[src/rtl/mdio_slave_pkg.sv]
package mdio_slave_pkg;

  typedef enum logic [2:0] {
    ST_IDLE,
    ST_START,
    ST_HDR,
    ST_TA_RD,
    ST_TA_WR,
    ST_RD_DATA,
    ST_WR_DATA
  } mgmtState_t;

  // strobes from the control FSM to the datapath
  typedef struct packed {
    logic clrAcc;
    logic shiftIn;
    logic loadRead;
    logic shiftOut;
    logic latchAddr;
    logic driveLine;
    logic driveData;
  } dpCtrl_t;

  localparam logic [1:0] OP_READ  = 2'b10;
  localparam logic [1:0] OP_WRITE = 2'b01;

endpackage

[src/rtl/mdio_slave_edge.sv]
module mdio_slave_edge (
  input  logic clk,
  input  logic rst,
  input  logic mdc,
  output logic mdcRise
);

  logic mdcQ;

  // held high in reset so a clock already high is not taken as an edge
  always_ff @(posedge clk) begin
    if (rst) mdcQ <= 1'b1;
    else     mdcQ <= mdc;
  end

  assign mdcRise = mdc & ~mdcQ;

endmodule

[src/rtl/mdio_slave_ctrl.sv]
module mdio_slave_ctrl
  import mdio_slave_pkg::*;
#(
  parameter int DATA_W     = 16,
  parameter int PHY_ADDR_W = 5,
  parameter int REG_ADDR_W = 5,
  parameter int OP_W       = 2
) (
  input  logic              clk,
  input  logic              rst,
  input  logic              mdcRise,
  input  logic              mdioIn,
  input  logic [DATA_W-1:0] accNext,
  output dpCtrl_t           ctl,
  output logic              regStrobe,
  output logic              regWrite
);

  localparam int HDR_W  = OP_W + PHY_ADDR_W + REG_ADDR_W;
  localparam int CNT_W  = $clog2(DATA_W + 1);
  localparam int TA_WR_BITS = 2;

  mgmtState_t       state, stateNext;
  logic [CNT_W-1:0] cnt, cntNext;
  logic [OP_W-1:0]  opcode;
  logic             lastCount;

  assign opcode    = accNext[HDR_W-1 -: OP_W];
  assign lastCount = (cnt == CNT_W'(1));

  always_comb begin
    stateNext     = state;
    cntNext       = cnt;
    ctl           = '0;
    regStrobe     = 1'b0;
    regWrite      = 1'b0;
    ctl.driveLine = (state == ST_TA_RD) || (state == ST_RD_DATA);
    ctl.driveData = (state == ST_RD_DATA);
    if (mdcRise) begin
      unique case (state)
        ST_IDLE: begin
          if (!mdioIn) stateNext = ST_START;
        end
        ST_START: begin
          if (mdioIn) begin
            stateNext  = ST_HDR;
            cntNext    = CNT_W'(HDR_W);
            ctl.clrAcc = 1'b1;
          end
        end
        ST_HDR: begin
          ctl.shiftIn = 1'b1;
          cntNext     = cnt - CNT_W'(1);
          if (lastCount) begin
            if (opcode == OP_READ) begin
              ctl.shiftIn  = 1'b0;
              ctl.loadRead = 1'b1;
              regStrobe    = 1'b1;
              stateNext    = ST_TA_RD;
              cntNext      = CNT_W'(1);
            end else if (opcode == OP_WRITE) begin
              ctl.latchAddr = 1'b1;
              stateNext     = ST_TA_WR;
              cntNext       = CNT_W'(TA_WR_BITS);
            end else begin
              stateNext = ST_IDLE;
              cntNext   = '0;
            end
          end
        end
        ST_TA_RD: begin
          stateNext = ST_RD_DATA;
          cntNext   = CNT_W'(DATA_W);
        end
        ST_RD_DATA: begin
          if (lastCount) begin
            stateNext = ST_IDLE;
            cntNext   = '0;
          end else begin
            ctl.shiftOut = 1'b1;
            cntNext      = cnt - CNT_W'(1);
          end
        end
        ST_TA_WR: begin
          if (lastCount) begin
            stateNext = ST_WR_DATA;
            cntNext   = CNT_W'(DATA_W);
          end else begin
            cntNext = cnt - CNT_W'(1);
          end
        end
        ST_WR_DATA: begin
          ctl.shiftIn = 1'b1;
          cntNext     = cnt - CNT_W'(1);
          if (lastCount) begin
            regStrobe = 1'b1;
            regWrite  = 1'b1;
            stateNext = ST_IDLE;
          end
        end
        default: begin
          stateNext = ST_IDLE;
          cntNext   = '0;
        end
      endcase
    end
  end

  always_ff @(posedge clk) begin
    if (rst) begin
      state <= ST_IDLE;
      cnt   <= '0;
    end else begin
      state <= stateNext;
      cnt   <= cntNext;
    end
  end

  // counted states never sit on an exhausted counter
  assert_cnt_live_R6: assert property (@(posedge clk) disable iff (rst)
    (state == ST_HDR || state == ST_RD_DATA || state == ST_TA_WR || state == ST_WR_DATA)
      |-> (cnt != '0));

  // turnaround lasts one management clock period
  assert_ta_exit_R5: assert property (@(posedge clk) disable iff (rst)
    (state == ST_TA_RD && mdcRise) |=> (state == ST_RD_DATA));

  // the write strobe closes the frame
  assert_write_ends_frame_R7: assert property (@(posedge clk) disable iff (rst)
    (regStrobe && regWrite) |=> (state == ST_IDLE));

endmodule

[src/rtl/mdio_slave_dpath.sv]
module mdio_slave_dpath
  import mdio_slave_pkg::*;
#(
  parameter int DATA_W     = 16,
  parameter int REG_ADDR_W = 5
) (
  input  logic                  clk,
  input  logic                  rst,
  input  logic                  mdioIn,
  input  dpCtrl_t               ctl,
  input  logic [DATA_W-1:0]     regRdata,
  output logic [DATA_W-1:0]     accNext,
  output logic [REG_ADDR_W-1:0] regAddr,
  output logic [DATA_W-1:0]     regWdata,
  output logic                  mdioOut,
  output logic                  mdioOe
);

  logic [DATA_W-1:0]     acc;
  logic [REG_ADDR_W-1:0] addrQ;

  assign accNext = {acc[DATA_W-2:0], mdioIn};

  always_ff @(posedge clk) begin
    if (rst) begin
      acc   <= '0;
      addrQ <= '0;
    end else begin
      if (ctl.clrAcc)        acc <= '0;
      else if (ctl.loadRead) acc <= regRdata;
      else if (ctl.shiftIn)  acc <= accNext;
      else if (ctl.shiftOut) acc <= {acc[DATA_W-2:0], 1'b0};
      if (ctl.latchAddr) addrQ <= accNext[REG_ADDR_W-1:0];
    end
  end

  // the read address is taken straight from the arriving header bit
  assign regAddr  = ctl.loadRead ? accNext[REG_ADDR_W-1:0] : addrQ;
  assign regWdata = accNext;
  assign mdioOe   = ctl.driveLine;
  assign mdioOut  = ctl.driveData ? acc[DATA_W-1] : 1'b0;

  // a loaded read value is presented unchanged during the turnaround
  assert_hold_in_ta_R5: assert property (@(posedge clk) disable iff (rst)
    (ctl.driveLine && !ctl.driveData && !ctl.shiftOut && !ctl.loadRead) |=> $stable(acc));

endmodule

[src/rtl/mdio_slave.sv]
module mdio_slave
  import mdio_slave_pkg::*;
#(
  parameter int DATA_W     = 16,
  parameter int PHY_ADDR_W = 5,
  parameter int REG_ADDR_W = 5
) (
  input  logic                  clk,
  input  logic                  rst,
  input  logic                  mdc,
  input  logic                  mdioIn,
  output logic                  mdioOut,
  output logic                  mdioOe,
  output logic                  regStrobe,
  output logic                  regWrite,
  output logic [REG_ADDR_W-1:0] regAddr,
  output logic [DATA_W-1:0]     regWdata,
  input  logic [DATA_W-1:0]     regRdata
);

  localparam int OP_W = 2;

  logic              mdcRise;
  logic [DATA_W-1:0] accNext;
  dpCtrl_t           ctl;

  mdio_slave_edge uEdge (
    .clk     (clk),
    .rst     (rst),
    .mdc     (mdc),
    .mdcRise (mdcRise)
  );

  mdio_slave_ctrl #(
    .DATA_W     (DATA_W),
    .PHY_ADDR_W (PHY_ADDR_W),
    .REG_ADDR_W (REG_ADDR_W),
    .OP_W       (OP_W)
  ) uCtrl (
    .clk       (clk),
    .rst       (rst),
    .mdcRise   (mdcRise),
    .mdioIn    (mdioIn),
    .accNext   (accNext),
    .ctl       (ctl),
    .regStrobe (regStrobe),
    .regWrite  (regWrite)
  );

  mdio_slave_dpath #(
    .DATA_W     (DATA_W),
    .REG_ADDR_W (REG_ADDR_W)
  ) uDpath (
    .clk      (clk),
    .rst      (rst),
    .mdioIn   (mdioIn),
    .ctl      (ctl),
    .regRdata (regRdata),
    .accNext  (accNext),
    .regAddr  (regAddr),
    .regWdata (regWdata),
    .mdioOut  (mdioOut),
    .mdioOe   (mdioOe)
  );

  assert_strobe_on_rise_R10: assert property (@(posedge clk) disable iff (rst)
    regStrobe |-> mdcRise);

  assert_strobe_single_R10: assert property (@(posedge clk) disable iff (rst)
    regStrobe |=> !regStrobe);

  assert_release_low_R9: assert property (@(posedge clk) disable iff (rst)
    !mdioOe |-> !mdioOut);

  assert_read_then_drive_R5: assert property (@(posedge clk) disable iff (rst)
    (regStrobe && !regWrite) |=> (mdioOe && !mdioOut));

endmodule

[config.mk]
export PLATFORM = sky130hd
export DESIGN_NAME = mdio_slave
export DESIGN_NICKNAME = d
export VERILOG_FILES = /design/src/rtl/mdio_slave_pkg.sv /design/src/rtl/mdio_slave_edge.sv /design/src/rtl/mdio_slave_ctrl.sv /design/src/rtl/mdio_slave_dpath.sv /design/src/rtl/mdio_slave.sv
export SDC_FILE = /design/constraint.sdc
export NUM_CORES = 1
export LEC_CHECK = 0
export BUFFER_PORTS_ARGS = -buffer_cell sky130_fd_sc_hd__buf_2
export CORE_MARGIN = 3
export CORE_UTILIZATION = 40
export CTS_CLUSTER_DIAMETER = 40
export DETAILED_ROUTE_END_ITERATION = 10
export SLEW_MARGIN = 20
export SYNTH_ARGS = -nofsm -noshare
export SYNTH_HDL_FRONTEND = slang
export SYNTH_SLANG_ARGS = --single-unit
[constraint.sdc]
create_clock -name clk -period 2.55 [get_ports clk]
set_clock_uncertainty 0.15 [all_clocks]
set_input_delay 0.1275 -clock clk [delete_from_list [all_inputs] [get_ports clk]]
set_output_delay 0.1275 -clock clk [all_outputs]
set_load 0.01 [all_outputs]
==> results.md, run 1 <==
- Status: finished clean
- Fill cells: 492
- Critical Path Source Type: register
- DRC viols: 0
- Crit path largest cell delay: between 0.4 and 0.5 ns
- Period utilization: 0.945
- Met3 Usage GRT: 0.0390
- Vias per cell: 5.53
- Ports: 45
- Commonest non-fill, non-tap cell in the layout: buf_2
- TritonCTS clock tree: done
- RSZ-0062 raised after global routing: no
- # rows: 25
- Register area: ~600 sq um
- Final hold slack: 0.0416 ns
- RR Startpoint: uCtrl.cnt[1]
- Reg-to-Reg End: uCtrl.cnt[0]
- Register area share after synthesis: 0.302
- Worst Hold Launch: mdioIn
- GPL Wtd Cong: a little over 0.8
- Worst-case reg-to-reg path depth: 7
- Multi-input gate area: 0.00115 sq mm
- CP bufs+invs: 3
- Number of antenna repair diodes: 0
- Crit-path leading delay family: simple AND/OR/NAND/NOR gates
- Number of synthesized flops with an enable pin: 0
- Post-DP HPWL: 3570 microns
- Drt pass-1 iters: 4
- Setup crit end kind: output port
- Post-synth ARST share: 0
- M1 GR Usage: 0.261
- Worst VDD drop: between 0.2 and 0.3 mV
- PwrDens: 430 mW/mm^2
- Critical path's slowest cell: or4b_4
- Syn nets: 249
- Reg2reg setup slack: 0.18 ns
- Hold Fails Final Rpt: 0
- Max Cap Viol: 0
- Synth Area per Inst: 8.76 sq um
- DR WL/cell: about 16 microns
- #FFs+latches synth: 30
- CTS clock-pin slew for the worst setup and hold paths: 0.07 ns
- PortBufs: 44
- Hold Path Sink: uDpath.addrQ[0]
- Period minus WS final: 2.41 ns
- Nets@finish: 282
- Most frequent cells in the layout: buf_2, dfxtp_1, a21oi_1
- Total CTS buffers: 5
- Slew margin rel.: 0.660
- Setup violations, final: 0
- Worst Path Max Fanout: 7
- Syn Inst Count: 227
- WHS Path Cells: 3
- Clock Sinks: 30
- Total Wirelength: roughly 5200 microns
- Critical Path, Cell by Cell: inv_2 > ha_4 > or4b_4 > nor4_4 > buf_6 > mux2_2 > buf_2
- Worst slew pin tran: 0.509 ns
- WP data arrival: 2.13 ns
- Largest net degree at the start of global routing: 18
- Post-Route Setup TNS: 0 ns
- Post-Syn Area: ~0.0020 sq mm
- Min-delay worst type: input pin to register
- Max Buffers Root-to-Sink: 2
- Core area: about 0.0048 sq mm
- DRT iter0 DRCs: 198
- Required time of the worst setup path: 2.27 ns
- GR Util met2: 0.266
- Clock Latency Late Sink: 0.28 ns
- Die width: 76.5 microns
- Grt ovf: 0
- Slew Viols, Final: 0
- Htree depth: 2
- CP Class: register to output port
- Area delta synth->final: 16.5%
- Highest clock rate: 0.415 GHz
- LEAKAGE: between 0.0008 and 0.0009 uW
- All-Layer GR Usage: 0.180
- Initial antenna violation count: 0
- Total number of vias: between 1500 and 2000
- Share of cells above drive strength 1: 0.337
- Clock Root Buffer: clkbuf_8
- Distinct cells, synth: 56
- Layer with the highest usage: met2
- Power Total: 997 uW
- Die Y: 76.5 microns
- Die ar.: 0.00585 sq mm
- Post-synth top flop: dfxtp_1
- Vias in the first global route: between 1500 and 2000
- First-pass GRT wire length: 8580 microns
- Initial Utilization: 0.418
- Final ANT Viol Nets: 0
- Ys Warns: 0
-- power by group --
part	switching [uW]	internal (uW)
sequential	2.77	470
clock	179	292
combinational	29.5	23.6
total	211	786
-- cell type report --
class,instances,area share
well taps,67,0.0362
flip-flops and latches,30,0.260
inverters,5,0.00810
multi-input cells,157,0.497
clock inverters,1,0.0130
clock buffers,7,0.0330
repair buffers,61,0.153
-- sequential cells by signal (all words and copies together) (netlist names) --
register and count:
uCtrl.cnt 5, uDpath.acc 16, uEdge.mdcQ 1, uCtrl.state 3, uDpath.addrQ 5
-- repair_timing --
| item | CTS | global route |
|---|---|---|
| gates resized for setup | 1 | 4 |
| setup endpoints to repair | 5 | 9 |
| endpoints found under the hold margin | 1 | 0 |
| hold buffers | 1 | 0 |
| gates cloned | 0 | 0 |
| buffers inserted | 1 | 1 |
-- how the worst max path moves through the flow --
stage	from	slack [ns]	end	cells after the start
2_1_floorplan	uCtrl.cnt[0]	0.32	regAddr[0]	5
4_1_cts	uCtrl.cnt[0]	0.02	regAddr[1]	6
3_5_place_dp	uCtrl.cnt[0]	0.20	uDpath.acc[3]	7
3_3_place_gp	uCtrl.cnt[1]	0.26	uCtrl.cnt[0]	6
5_1_grt	uCtrl.cnt[1]	0.03	regAddr[0]	7
6_report	uCtrl.cnt[1]	0.14	regAddr[0]	7
-- stage by stage --
| step | area [sq um] | setup WS, ns | utilization | instances |
|---|---|---|---|---|
| detailed placement | 2170 | 0.205 | 0.456 | 317 |
| CTS | 2290 | 0.0201 | 0.483 | 327 |
| floorplan | 1990 | 0.319 | - | 227 |
| finish | 2320 | 0.139 | 0.487 | 328 |
| global route | 2320 | 0.0342 | 0.487 | 328 |
| global placement | 2170 | 0.257 | 0.456 | 317 |
-- cell usage after synthesis (4+ instances only) --
library cell	count	area [sq um]
inv_1	5	18.8
a22oi_1	13	97.6
nand2b_1	5	31.3
a21oi_1	22	110
mux2_2	6	67.6
dfxtp_1	30	601
nand2_1	8	30.0
nor2b_1	7	43.8
buf_6	4	45.0
clkbuf_1	9	33.8
mux2i_1	6	60.1
buf_4	17	128
o21ai_0	6	30.0
nor2_1	10	37.5
a211oi_1	18	135
-- kinds of logic (layout without fill, tap and decap cells) --
family                   Yosys count  count (layout)  synth area share
multiplexers                      12              12            0.0642
XOR/XNOR                           3               3            0.0132
AO/OA/AOI/OAI                     84              84             0.296
buffers and inverters             40              74             0.125
flip-flops                        30              30             0.302
AND/OR/NAND/NOR                   54              54             0.176
adder cells (fa/ha/maj)            4               4            0.0227
-- tightest hold or removal path, cell delays in order --
cell     delay [ns]
buf_2          0.15
mux2i_1        0.09
nor2_1         0.07
-- per-layer routing --
layer | wire, microns | vias up
met5 | 0 | -
met4 | 46 | 0
met3 | 333 | 5
met2 | 2300 | 60
met1 | 2470 | 851
li1 | - | 898
Note: power is estimated with default switching activity, not from simulation.
==> run 2, diff against run 1 <==
--- a/constraint.sdc
+++ b/constraint.sdc
@@ -4,2 +4,2 @@
 set_output_delay 0.1275 -clock clk [all_outputs]
-set_load 0.01 [all_outputs]
+set_load 0.02 [all_outputs]
==> results.md, run 2 (same netlist as run 1, synthesis figures left out) <==
- Share of cells above drive strength 1: 0.363
- Setup violations, final: 0
- TritonCTS clock tree: done
- Final ANT Viol Nets: 0
- DRT iter0 DRCs: 152
- Dpl cell area: between 0.002 and 0.0025 sq mm
- Top flop regs: uDpath.acc x16, uCtrl.cnt x5, uDpath.addrQ x5
- Worst-case reg-to-reg path depth: 9
- Crit path largest cell delay: 0.49 ns
- Setup crit end kind: output port
- Reg2reg setup slack: 0.13 ns
- Initial Utilization: 0.418
- Core area: 0.00475 sq mm
- Worst VDD drop: 0.316 mV
- LEAKAGE: approximately 0.00090 uW
- Reg-to-Reg End: uDpath.acc[5]
- Critical Path, Cell by Cell: inv_2 > ha_4 > or4b_4 > nor4_4 > buf_6 > mux2_4 > buf_6
- RR Startpoint: uCtrl.cnt[1]
- Slew Viols, Final: 0
- Total CTS buffers: 5
- DR WL/cell: 15.9 microns
- Die ar.: 0.00585 sq mm
- Critical Path Source Type: register
- Max Buffers Root-to-Sink: 2
- Die Y: ~77 microns
- Max Cap Viol: 0
- Nets@finish: 288
- Placed Cells: approximately 320
- Period utilization: 0.996
- CTS clock-pin slew for the worst setup and hold paths: around 0.070 ns
- DRC viols: 0
- Clock Latency Late Sink: 0.28 ns
- Fin area: 0.00242 sq mm
- Most frequent cells in the layout: buf_2, dfxtp_1, a21oi_1
- Drt pass-1 iters: 4
- Post-Layout Cell Count: 334
- WP data arrival: 2.26 ns
- Crit path depth: 7
- First-pass GRT wire length: approximately 8900 microns
- CP Class: register to output port
- Final worst slack: 0.0107 ns
- Grt ovf: 0
- PwrDens: roughly 410 mW/mm^2
- Commonest non-fill, non-tap cell in the layout: buf_2
- Area delta synth->final: 21.6%
- Vias in the first global route: 1735
- Slew margin rel.: 0.691
- Pre-CTS WS: 0.170 ns
- Number of antenna repair diodes: 0
- Crit-path leading delay family: simple AND/OR/NAND/NOR gates
- Initial antenna violation count: 0
- RSZ-0062 raised after global routing: yes
- Status: finished clean
- Worst slew pin tran: 0.461 ns
- Most flops, register: uDpath.acc
- Period minus WS final: 2.54 ns
- GPL Wtd Cong: 0.841
- Ports: 45
- All-Layer GR Usage: 0.184
- Largest net degree at the start of global routing: 18
- Hold Fails Final Rpt: 0
- Largest register FFs: 16
- Crit-path most repeated cell: buf_6
- Clock Root Buffer: clkbuf_8
- Min-delay worst type: input pin to register
- Worst Hold Launch: regRdata[10]
- Post-DP HPWL: approximately 3600 microns
- Total number of vias: 1854
- Worst Path Max Fanout: 7
- Critical path's slowest cell: or4b_4
- Vias per cell: between 5 and 6
- CP bufs+invs: 3
- Die width: 76.5 microns
- Htree depth: 2
- Required time of the worst setup path: 2.27 ns
- Total Wirelength: 5320 microns
- PortBufs: 44
- Clock Sinks: 30
- CP endpoint: regAddr[1]
- Critical Path Source: uCtrl.cnt[1]
- # rows: 25
- Highest clock rate: 0.394 GHz
-- run 2: layer usage --
layer / routed length, microns / vias to the layer above / track usage
li1: - / 919 / -
met3: 277 / 5 / 0.0461
met1: 2500 / 877 / 0.252
met5: 0 / - / 0
met4: 38 / 0 / 0.0525
met2: 2500 / 53 / 0.286
-- run 2: cell type report --
class                      count  area [sq um]
inverter                       5          18.8
timing repair buffer          67           430
multi-input combinational    157          1170
clock buffer                   5          68.8
sequential                    30           606
tap                           67          83.8
clock inverter                 3          40.0
fill                         483          2340
-- run 2: metrics by stage --
step / TNS (ns) / total power (uW) / hold slack [ns] / util
2_1_floorplan: 0 / 509 / 0.0437 / -
3_3_place_gp: 0 / 536 / 0.214 / 0.459
3_5_place_dp: 0 / 536 / 0.223 / 0.459
4_1_cts: 0 / 1010 / 0.0294 / 0.491
5_1_grt: -0.352 / 1040 / 0.0646 / 0.508
6_report: 0 / 1000 / 0.0314 / 0.508
-- run 2: worst min path at each step --
stage	end	slack [ns]	cells after the start
final	uDpath.acc[10]	0.03	3
after global routing	uDpath.acc[10]	0.06	3
after CTS	uDpath.acc[10]	0.03	3
after detailed placement	uEdge.mdcQ	0.22	2
after global placement	uEdge.mdcQ	0.21	2
after floorplan	uCtrl.cnt[0]	0.04	1
-- run 2: worst min-delay path: cells and delay by family --
| kind | cells | cell delay [ns] |
|---|---|---|
| buf+inv | 1 | 0.10 |
| compound gates | 2 | 0.18 |
-- run 2: report_power, final --
| group | total, uW | leakage (uW) | internal, uW | switching, uW |
|---|---|---|---|---|
| clock | 474 | 0.0000579 | 287 | 187 |
| combinational | 54.2 | 0.000601 | 23.8 | 30.4 |
| sequential | 472 | 0.000243 | 469 | 2.48 |
-- run 2: what timing repair did --
item                                    in CTS  in global routing
hold buffers                                 1                  0
endpoints found under the hold margin        1                  0
gates resized for setup                      1                 21
pin swaps                                    0                  1
endpoints found under the setup margin       5                  6
buffers inserted                             4                  2
cloned                                       0                  0
